### config.mk
export PLATFORM = sky130hd
export DESIGN_NAME = svpwm_gate_gen
export DESIGN_NICKNAME = d
export VERILOG_FILES = /design/src/rtl/svpwm_pkg.sv /design/src/rtl/svpwm_phase_acc.sv /design/src/rtl/svpwm_dwell.sv /design/src/rtl/svpwm_seq.sv /design/src/rtl/svpwm_dead_leg.sv /design/src/rtl/svpwm_gate_gen.sv
export SDC_FILE = /design/constraint.sdc
export NUM_CORES = 2
export LEC_CHECK = 0
export ABC_AREA = 1
export BUFFER_PORTS_ARGS = -buffer_cell sky130_fd_sc_hd__buf_4
export CELL_PAD_IN_SITES_DETAIL_PLACEMENT = 1
export CELL_PAD_IN_SITES_GLOBAL_PLACEMENT = 1
export CORE_MARGIN = 2
export CORE_UTILIZATION = 50
export CTS_CLUSTER_DIAMETER = 40
export DETAILED_ROUTE_END_ITERATION = 7
export GPL_ROUTABILITY_DRIVEN = 0
export HOLD_SLACK_MARGIN = 0.05
export PLACE_DENSITY_LB_ADDON = 0.3
export SLEW_MARGIN = 20
export SYNTH_ARGS = -nofsm -noshare
export SYNTH_HDL_FRONTEND = slang
export SYNTH_SLANG_ARGS = --single-unit
### constraint.sdc
create_clock -name clk -period 17.4 [get_ports clk]
set_input_delay 4.35 -clock clk [delete_from_list [all_inputs] [get_ports clk]]
set_output_delay 4.35 -clock clk [all_outputs]
set_load 0.05 [all_outputs]
### src/rtl/svpwm_pkg.sv
package svpwm_pkg;
  localparam int SECTORS     = 6;
  localparam int SECTOR_DEG  = 60;
  localparam int SIN_FRAC    = 12;
  localparam int IDX_FRAC    = 8;
  localparam int SIN_W       = SIN_FRAC + 1;

  // Fixed-point Taylor sum in Q28, evaluated at elaboration only.
  function automatic logic [SIN_W-1:0] sin_deg_q(input int deg);
    longint x, x2, term, acc;
    x    = (longint'(deg) * 64'sd843314857) / 64'sd180;
    x2   = (x * x) >>> 28;
    term = x;
    acc  = x;
    for (int k = 1; k <= 5; k++) begin
      term = -((term * x2) >>> 28) / longint'((2 * k) * (2 * k + 1));
      acc  = acc + term;
    end
    return SIN_W'((acc + (64'sd1 <<< 15)) >>> 16);
  endfunction

  // Active vector k of the rotation (bit0 = phase A upper on).
  function automatic logic [2:0] active_vec(input logic [2:0] k);
    case (k)
      3'd0:    return 3'b001;
      3'd1:    return 3'b011;
      3'd2:    return 3'b010;
      3'd3:    return 3'b110;
      3'd4:    return 3'b100;
      3'd5:    return 3'b101;
      default: return 3'b000;
    endcase
  endfunction
endpackage

### src/rtl/svpwm_phase_acc.sv
module svpwm_phase_acc (
  input  logic       clk,
  input  logic       hold,
  input  logic       adv,
  input  logic [7:0] freq_cmd,
  output logic [2:0] ang_sec,
  output logic [5:0] ang_phi
);
  import svpwm_pkg::*;

  logic [7:0] frac;
  logic [8:0] sum;

  assign sum = {1'b0, frac} + {1'b0, freq_cmd};

  always_ff @(posedge clk) begin
    if (hold) begin
      frac    <= '0;
      ang_sec <= '0;
      ang_phi <= '0;
    end else if (adv) begin
      frac <= sum[7:0];
      if (sum[8]) begin
        if (ang_phi == 6'(SECTOR_DEG - 1)) begin
          ang_phi <= '0;
          ang_sec <= (ang_sec == 3'(SECTORS - 1)) ? 3'd0 : ang_sec + 3'd1;
        end else begin
          ang_phi <= ang_phi + 6'd1;
        end
      end
    end
  end
endmodule

### src/rtl/svpwm_dwell.sv
module svpwm_dwell #(
  parameter int PERIOD_CYC = 4167,
  parameter int DW         = $clog2(PERIOD_CYC + 1)
) (
  input  logic [5:0]    phi,
  input  logic [7:0]    m,
  output logic [DW-1:0] dwell_a,
  output logic [DW-1:0] dwell_b
);
  import svpwm_pkg::*;

  localparam int PW = DW + IDX_FRAC + SIN_W + 2;
  localparam int SH = IDX_FRAC + SIN_FRAC;

  logic [SIN_W-1:0] sin_rom [0:SECTOR_DEG];

  for (genvar i = 0; i <= SECTOR_DEG; i++) begin : g_rom
    localparam logic [SIN_W-1:0] SV = sin_deg_q(i);
    assign sin_rom[i] = SV;
  end

  logic [5:0]    rest;
  logic [PW-1:0] prod_a, prod_b;

  always_comb begin
    rest    = 6'(SECTOR_DEG) - phi;
    prod_a  = PW'(PERIOD_CYC) * PW'(m) * PW'(sin_rom[rest]);
    prod_b  = PW'(PERIOD_CYC) * PW'(m) * PW'(sin_rom[phi]);
    dwell_a = DW'(prod_a >> SH);
    dwell_b = DW'(prod_b >> SH);
  end
endmodule

### src/rtl/svpwm_seq.sv
module svpwm_seq #(
  parameter int PERIOD_CYC = 4167,
  parameter int M_MIN      = 26,
  parameter int M_MAX      = 205,
  parameter int DW         = $clog2(PERIOD_CYC + 1)
) (
  input  logic          clk,
  input  logic          hold,
  input  logic [2:0]    ang_sec,
  input  logic [5:0]    ang_phi,
  input  logic [7:0]    mod_idx,
  input  logic [7:0]    dead_cyc,
  input  logic [DW-1:0] dwell_a,
  input  logic [DW-1:0] dwell_b,
  output logic          adv,
  output logic [5:0]    per_phi,
  output logic [7:0]    per_m,
  output logic [7:0]    per_dt,
  output logic [2:0]    want
);
  import svpwm_pkg::*;

  logic [DW-1:0] cnt;
  logic          started;
  logic          zero_hi;
  logic [2:0]    per_sec;
  logic [7:0]    m_cl;
  logic          last;

  assign last = (cnt == DW'(PERIOD_CYC - 1));
  assign adv  = last & ~hold;

  always_comb begin
    if (mod_idx < 8'(M_MIN))      m_cl = 8'(M_MIN);
    else if (mod_idx > 8'(M_MAX)) m_cl = 8'(M_MAX);
    else                          m_cl = mod_idx;
  end

  always_ff @(posedge clk) begin
    if (hold) begin
      cnt     <= DW'(PERIOD_CYC - 1);
      started <= 1'b0;
      zero_hi <= 1'b0;
      per_sec <= '0;
      per_phi <= '0;
      per_m   <= 8'(M_MIN);
      per_dt  <= '0;
    end else if (last) begin
      cnt     <= '0;
      started <= 1'b1;
      zero_hi <= started & ~zero_hi;
      per_sec <= ang_sec;
      per_phi <= ang_phi;
      per_m   <= m_cl;
      per_dt  <= dead_cyc;
    end else begin
      cnt <= cnt + DW'(1);
    end
  end

  logic [DW-1:0] t0, edge1, edge2, edge3;
  logic [2:0]    vec_a, vec_b, zvec, nxt_sec;

  always_comb begin
    t0      = DW'(PERIOD_CYC) - dwell_a - dwell_b;
    edge1   = t0 >> 1;
    edge2   = edge1 + dwell_a;
    edge3   = edge2 + dwell_b;
    nxt_sec = (per_sec == 3'(SECTORS - 1)) ? 3'd0 : per_sec + 3'd1;
    vec_a   = active_vec(per_sec);
    vec_b   = active_vec(nxt_sec);
    zvec    = {3{zero_hi}};
    if (!started)         want = 3'b000;
    else if (cnt < edge1) want = zvec;
    else if (cnt < edge2) want = vec_a;
    else if (cnt < edge3) want = vec_b;
    else                  want = zvec;
  end
endmodule

### src/rtl/svpwm_dead_leg.sv
module svpwm_dead_leg (
  input  logic       clk,
  input  logic       hold,
  input  logic [7:0] dead,
  input  logic       want_hi,
  output logic       gate_hi,
  output logic       gate_lo
);
  logic       side;
  logic [7:0] wait_c;

  always_ff @(posedge clk) begin
    if (hold) begin
      side    <= 1'b0;
      wait_c  <= '0;
      gate_hi <= 1'b0;
      gate_lo <= 1'b0;
    end else if (want_hi != side) begin
      side <= want_hi;
      if (dead == 8'd0) begin
        gate_hi <= want_hi;
        gate_lo <= ~want_hi;
        wait_c  <= '0;
      end else begin
        gate_hi <= 1'b0;
        gate_lo <= 1'b0;
        wait_c  <= dead - 8'd1;
      end
    end else if (wait_c != 8'd0) begin
      wait_c <= wait_c - 8'd1;
    end else begin
      gate_hi <= side;
      gate_lo <= ~side;
    end
  end
endmodule

### src/rtl/svpwm_gate_gen.sv
module svpwm_gate_gen #(
  parameter int PERIOD_CYC = 4167,
  parameter int M_MIN      = 26,
  parameter int M_MAX      = 205
) (
  input  logic       clk,
  input  logic       rst,
  input  logic       en,
  input  logic [7:0] freq_cmd,
  input  logic [7:0] mod_idx,
  input  logic [7:0] dead_cyc,
  output logic [2:0] gate_hi,
  output logic [2:0] gate_lo
);
  localparam int DW = $clog2(PERIOD_CYC + 1);

  logic          hold;
  logic          adv;
  logic [2:0]    ang_sec;
  logic [5:0]    ang_phi;
  logic [5:0]    per_phi;
  logic [7:0]    per_m;
  logic [7:0]    per_dt;
  logic [DW-1:0] dwell_a, dwell_b;
  logic [2:0]    want;

  assign hold = rst | ~en;

  svpwm_phase_acc u_acc (
    .clk(clk), .hold(hold), .adv(adv), .freq_cmd(freq_cmd),
    .ang_sec(ang_sec), .ang_phi(ang_phi)
  );

  svpwm_dwell #(.PERIOD_CYC(PERIOD_CYC), .DW(DW)) u_dwell (
    .phi(per_phi), .m(per_m), .dwell_a(dwell_a), .dwell_b(dwell_b)
  );

  svpwm_seq #(.PERIOD_CYC(PERIOD_CYC), .M_MIN(M_MIN), .M_MAX(M_MAX), .DW(DW)) u_seq (
    .clk(clk), .hold(hold), .ang_sec(ang_sec), .ang_phi(ang_phi),
    .mod_idx(mod_idx), .dead_cyc(dead_cyc), .dwell_a(dwell_a), .dwell_b(dwell_b),
    .adv(adv), .per_phi(per_phi), .per_m(per_m), .per_dt(per_dt), .want(want)
  );

  for (genvar g = 0; g < 3; g++) begin : g_leg
    svpwm_dead_leg u_leg (
      .clk(clk), .hold(hold), .dead(per_dt), .want_hi(want[g]),
      .gate_hi(gate_hi[g]), .gate_lo(gate_lo[g])
    );
  end
endmodule

==> summary.md <==
| Metric | Value |
|---|---|
| Critical path fanouts, max | `15` |
| Num ports | `33` |
| Crit share post-route | `about 94%` |
| Total vias in the final route | `approximately 24000` |
| Worst setup path class | `reg2reg` |
| Worst setup SP type | `register` |
| Top Family by Delay on Critical Path | `adder cells` |
| TNS Setup | `0 ns` |
| Buf/Inv on CP | `13` |
| DRC | `0` |
| Synth area leaders | `fa_1 (30%), ha_1 (16%), inv_1 (11%)` |
| Async SR Flop Fraction | `0%` |
| R2R Setup Slk | `1.09 ns` |
| CTS Buffer Depth | `2` |
| Mapped Area | `approximately 26000 um^2` |
| Most used DFF post-synth | `dfxtp_1` |
| Largest net degree at the start of global routing | `32` |
| Slowest CP cell | `fa_1` |
| H-tree depth | `3` |
| DR WL/cell | `roughly 20 um` |
| Post-synth EDFFs | `0` |
| Die height | `233 um` |
| Required time of the worst setup path | `roughly 18 ns` |
| Setup Skew | `~0.014 ns` |
| Final instance area | `around 27000 um^2` |
| Starting DRC count in detailed routing | `around 1500` |
| Setup WS pre-CTS | `~0.42 ns` |
| Inserted Clock Buffers | `9` |
| Max-cap violations | `0` |
| Slowest cell delay on critical path | `between 0.5 and 0.6 ns` |
| Post-DP Area | `27000 um^2` |
| CP dominant cell by count | `nand2_1` |
| Crit end category | `register` |
| Clock Sinks | `90` |
| Yosys reg bits | `90` |
| Max frequency | `61.3 MHz` |
| Final slew viol count | `0` |
| Final Hold Vio Count | `0` |
| Status | `complete, no violations` |
| Nets | `about 4300` |
| Yosys top cell area share | `approximately 30%` |
| WL final | `about 86 mm` |
| Ant. Diodes | `0` |
| Post-route minimum period | `around 16 ns` |
| Insertion delay to the later sink of the worst-skew pair | `between 0.3 and 0.4 ns` |
| Syn avg cell area | `about 7.3 um^2` |
| Yosys cell types | `66` |
| Mapped Cells | `between 3000 and 4000` |
| Core Region | `around 52000 um^2` |
| Final setup vio count | `0` |
| Measured slew at the worst slew-check pin | `between 1 and 1.5 ns` |
| Synthesis Warnings | `0` |
| Seq/Total Area, Yosys | `6.89%` |
| Full die area | `54100 um^2` |
| Layout area overhead | `4.74%` |
| Die extent in x | `approximately 230 um` |
| CP Data Arrival Time | `between 15 and 20 ns` |
| Post-DP HPWL | `a little over 70 mm` |
| Clock Pin Slew Worst Setup and Hold Paths | `about 0.07 ns` |
| CTS tree | `yes` |
| Drt first pass iters | `5` |
| GRT Total Usage | `between 30% and 40%` |
| Util after Layout | `between 50% and 60%` |
| Avg Vias per Cell | `5.65` |
| Worst hold path type | `reg2reg` |
| Share of layout cells above drive strength 1 | `4.94%` |
| # rows | `83` |
| Filler cell count | `6678` |
| Antenna Nets Post-Route | `0` |
| Initial Util | `approximately 51%` |
| Syn Nets | `roughly 4300` |
| Vias in the first global route | `26900` |
| Cell taking the most area after synthesis | `fa_1` |
| PnR worst setup slack | `1.09 ns` |
| First-pass GRT wire length | `about 140 mm` |
| Initial antenna violation count | `2` |
| Grt total ovfl | `0` |
| Root Driver | `clkbuf_16` |
| PortBufs | `32` |
| Max_slew headroom | `between 20 and 30%` |
## timing repair
action                     CTS  global route
setup endpoints to repair    0            31
hold buffers                 0             0
setup buffers                0             4
gates resized for setup      0            19
## logic make-up after synthesis
kind of cell | after synthesis | share of synthesized area (%)
AND/OR/NAND/NOR | 1329 | 21.2
buffers and inverters | 917 | 13.5
XOR/XNOR | 95 | 3.28
AO/OA/AOI/OAI | 425 | 9.53
adder cells (fa/ha/maj) | 719 | 45.6
flip-flops | 90 | 6.89
## tightest hold or removal path, cell delays in order, from the launching register on
cell     delay, ns
dfxtp_1       0.34
nand2_1       0.05
o21ai_0       0.06
## through the flow
stage	hold slack, ns	cells
floorplan	0.430	3575
global placement	0.447	4205
detailed placement	0.471	4205
CTS	0.487	4221
global route	0.501	4225
finish	0.481	4225
## worst paths after layout
path                                     start                       end  cells after the start
worst max-delay path            u_seq.per_m[5]  g_leg[1].u_leg.wait_c[0]                     75
worst min-delay path             u_acc.frac[2]             u_acc.frac[2]                      2
worst max register to register  u_seq.per_m[5]  g_leg[1].u_leg.wait_c[0]                     75
worst min register to register   u_acc.frac[2]             u_acc.frac[2]                      2
## per-layer routing
metal,up-vias,track usage (%),part of all wire (%)
li1,10900,-,-
met5,-,0,0.028
met4,4,15.1,5.2
met1,12100,39.3,40
met2,697,58.2,50
met3,235,4.34,4.8
## flip-flops by register name, indices dropped and copies added (netlist names), 6 cells and up
register,flops
g_leg.u_leg.wait_c,24
u_acc.ang_phi,6
u_seq.per_dt,8
u_acc.frac,8
u_seq.cnt,13
u_seq.per_m,8
u_seq.per_phi,6
## cells in the mapped netlist, types with 18 or more instances
library cell and n:
o21ai_0 134, nor2_1 426, nand3_1 114, xor2_1 69
xnor2_1 24, nand4_1 18, nor3_1 23, fa_1 389
clkbuf_1 86, a21oi_1 155, inv_1 788, nand2_2 25
ha_1 330, nand2_1 666, dfxtp_1 90
## layout by cell type (no fill, tap or decap), drive strengths merged, types with 4 or more instances in the layout
master  instances
inv           798
nand2         700
nor2          432
fa            389
ha            330
a21oi         156
o21ai         139
nand3         129
dfxtp          90
xor2           71
buf            64
xnor2          24
nor3           23
nand4          18
a31oi          17
o211ai         16
a211oi         13
clkinv         12
o22ai          12
o31ai          10
o221ai         10
o21bai          9
a21o            9
clkbuf          9
or2             8
nor4            6
o21a            6
a22o            5
o311ai          5
a32oi           4
a21boi          4
nand3b          4
## cell type report
cell class                 count  area (um^2)  area share [%]
clock buffer                   9          225           0.823
clock inverter                 7         80.1           0.293
inverter                     807         3040            11.1
multi-input combinational   2568        20900            76.3
sequential                    90         1800            6.59
tap                          680          851            3.11
timing repair buffer          64          480            1.76
Power is not shown: default switching activity piles up to over one toggle a cycle in this logic, so the estimate is an artifact.
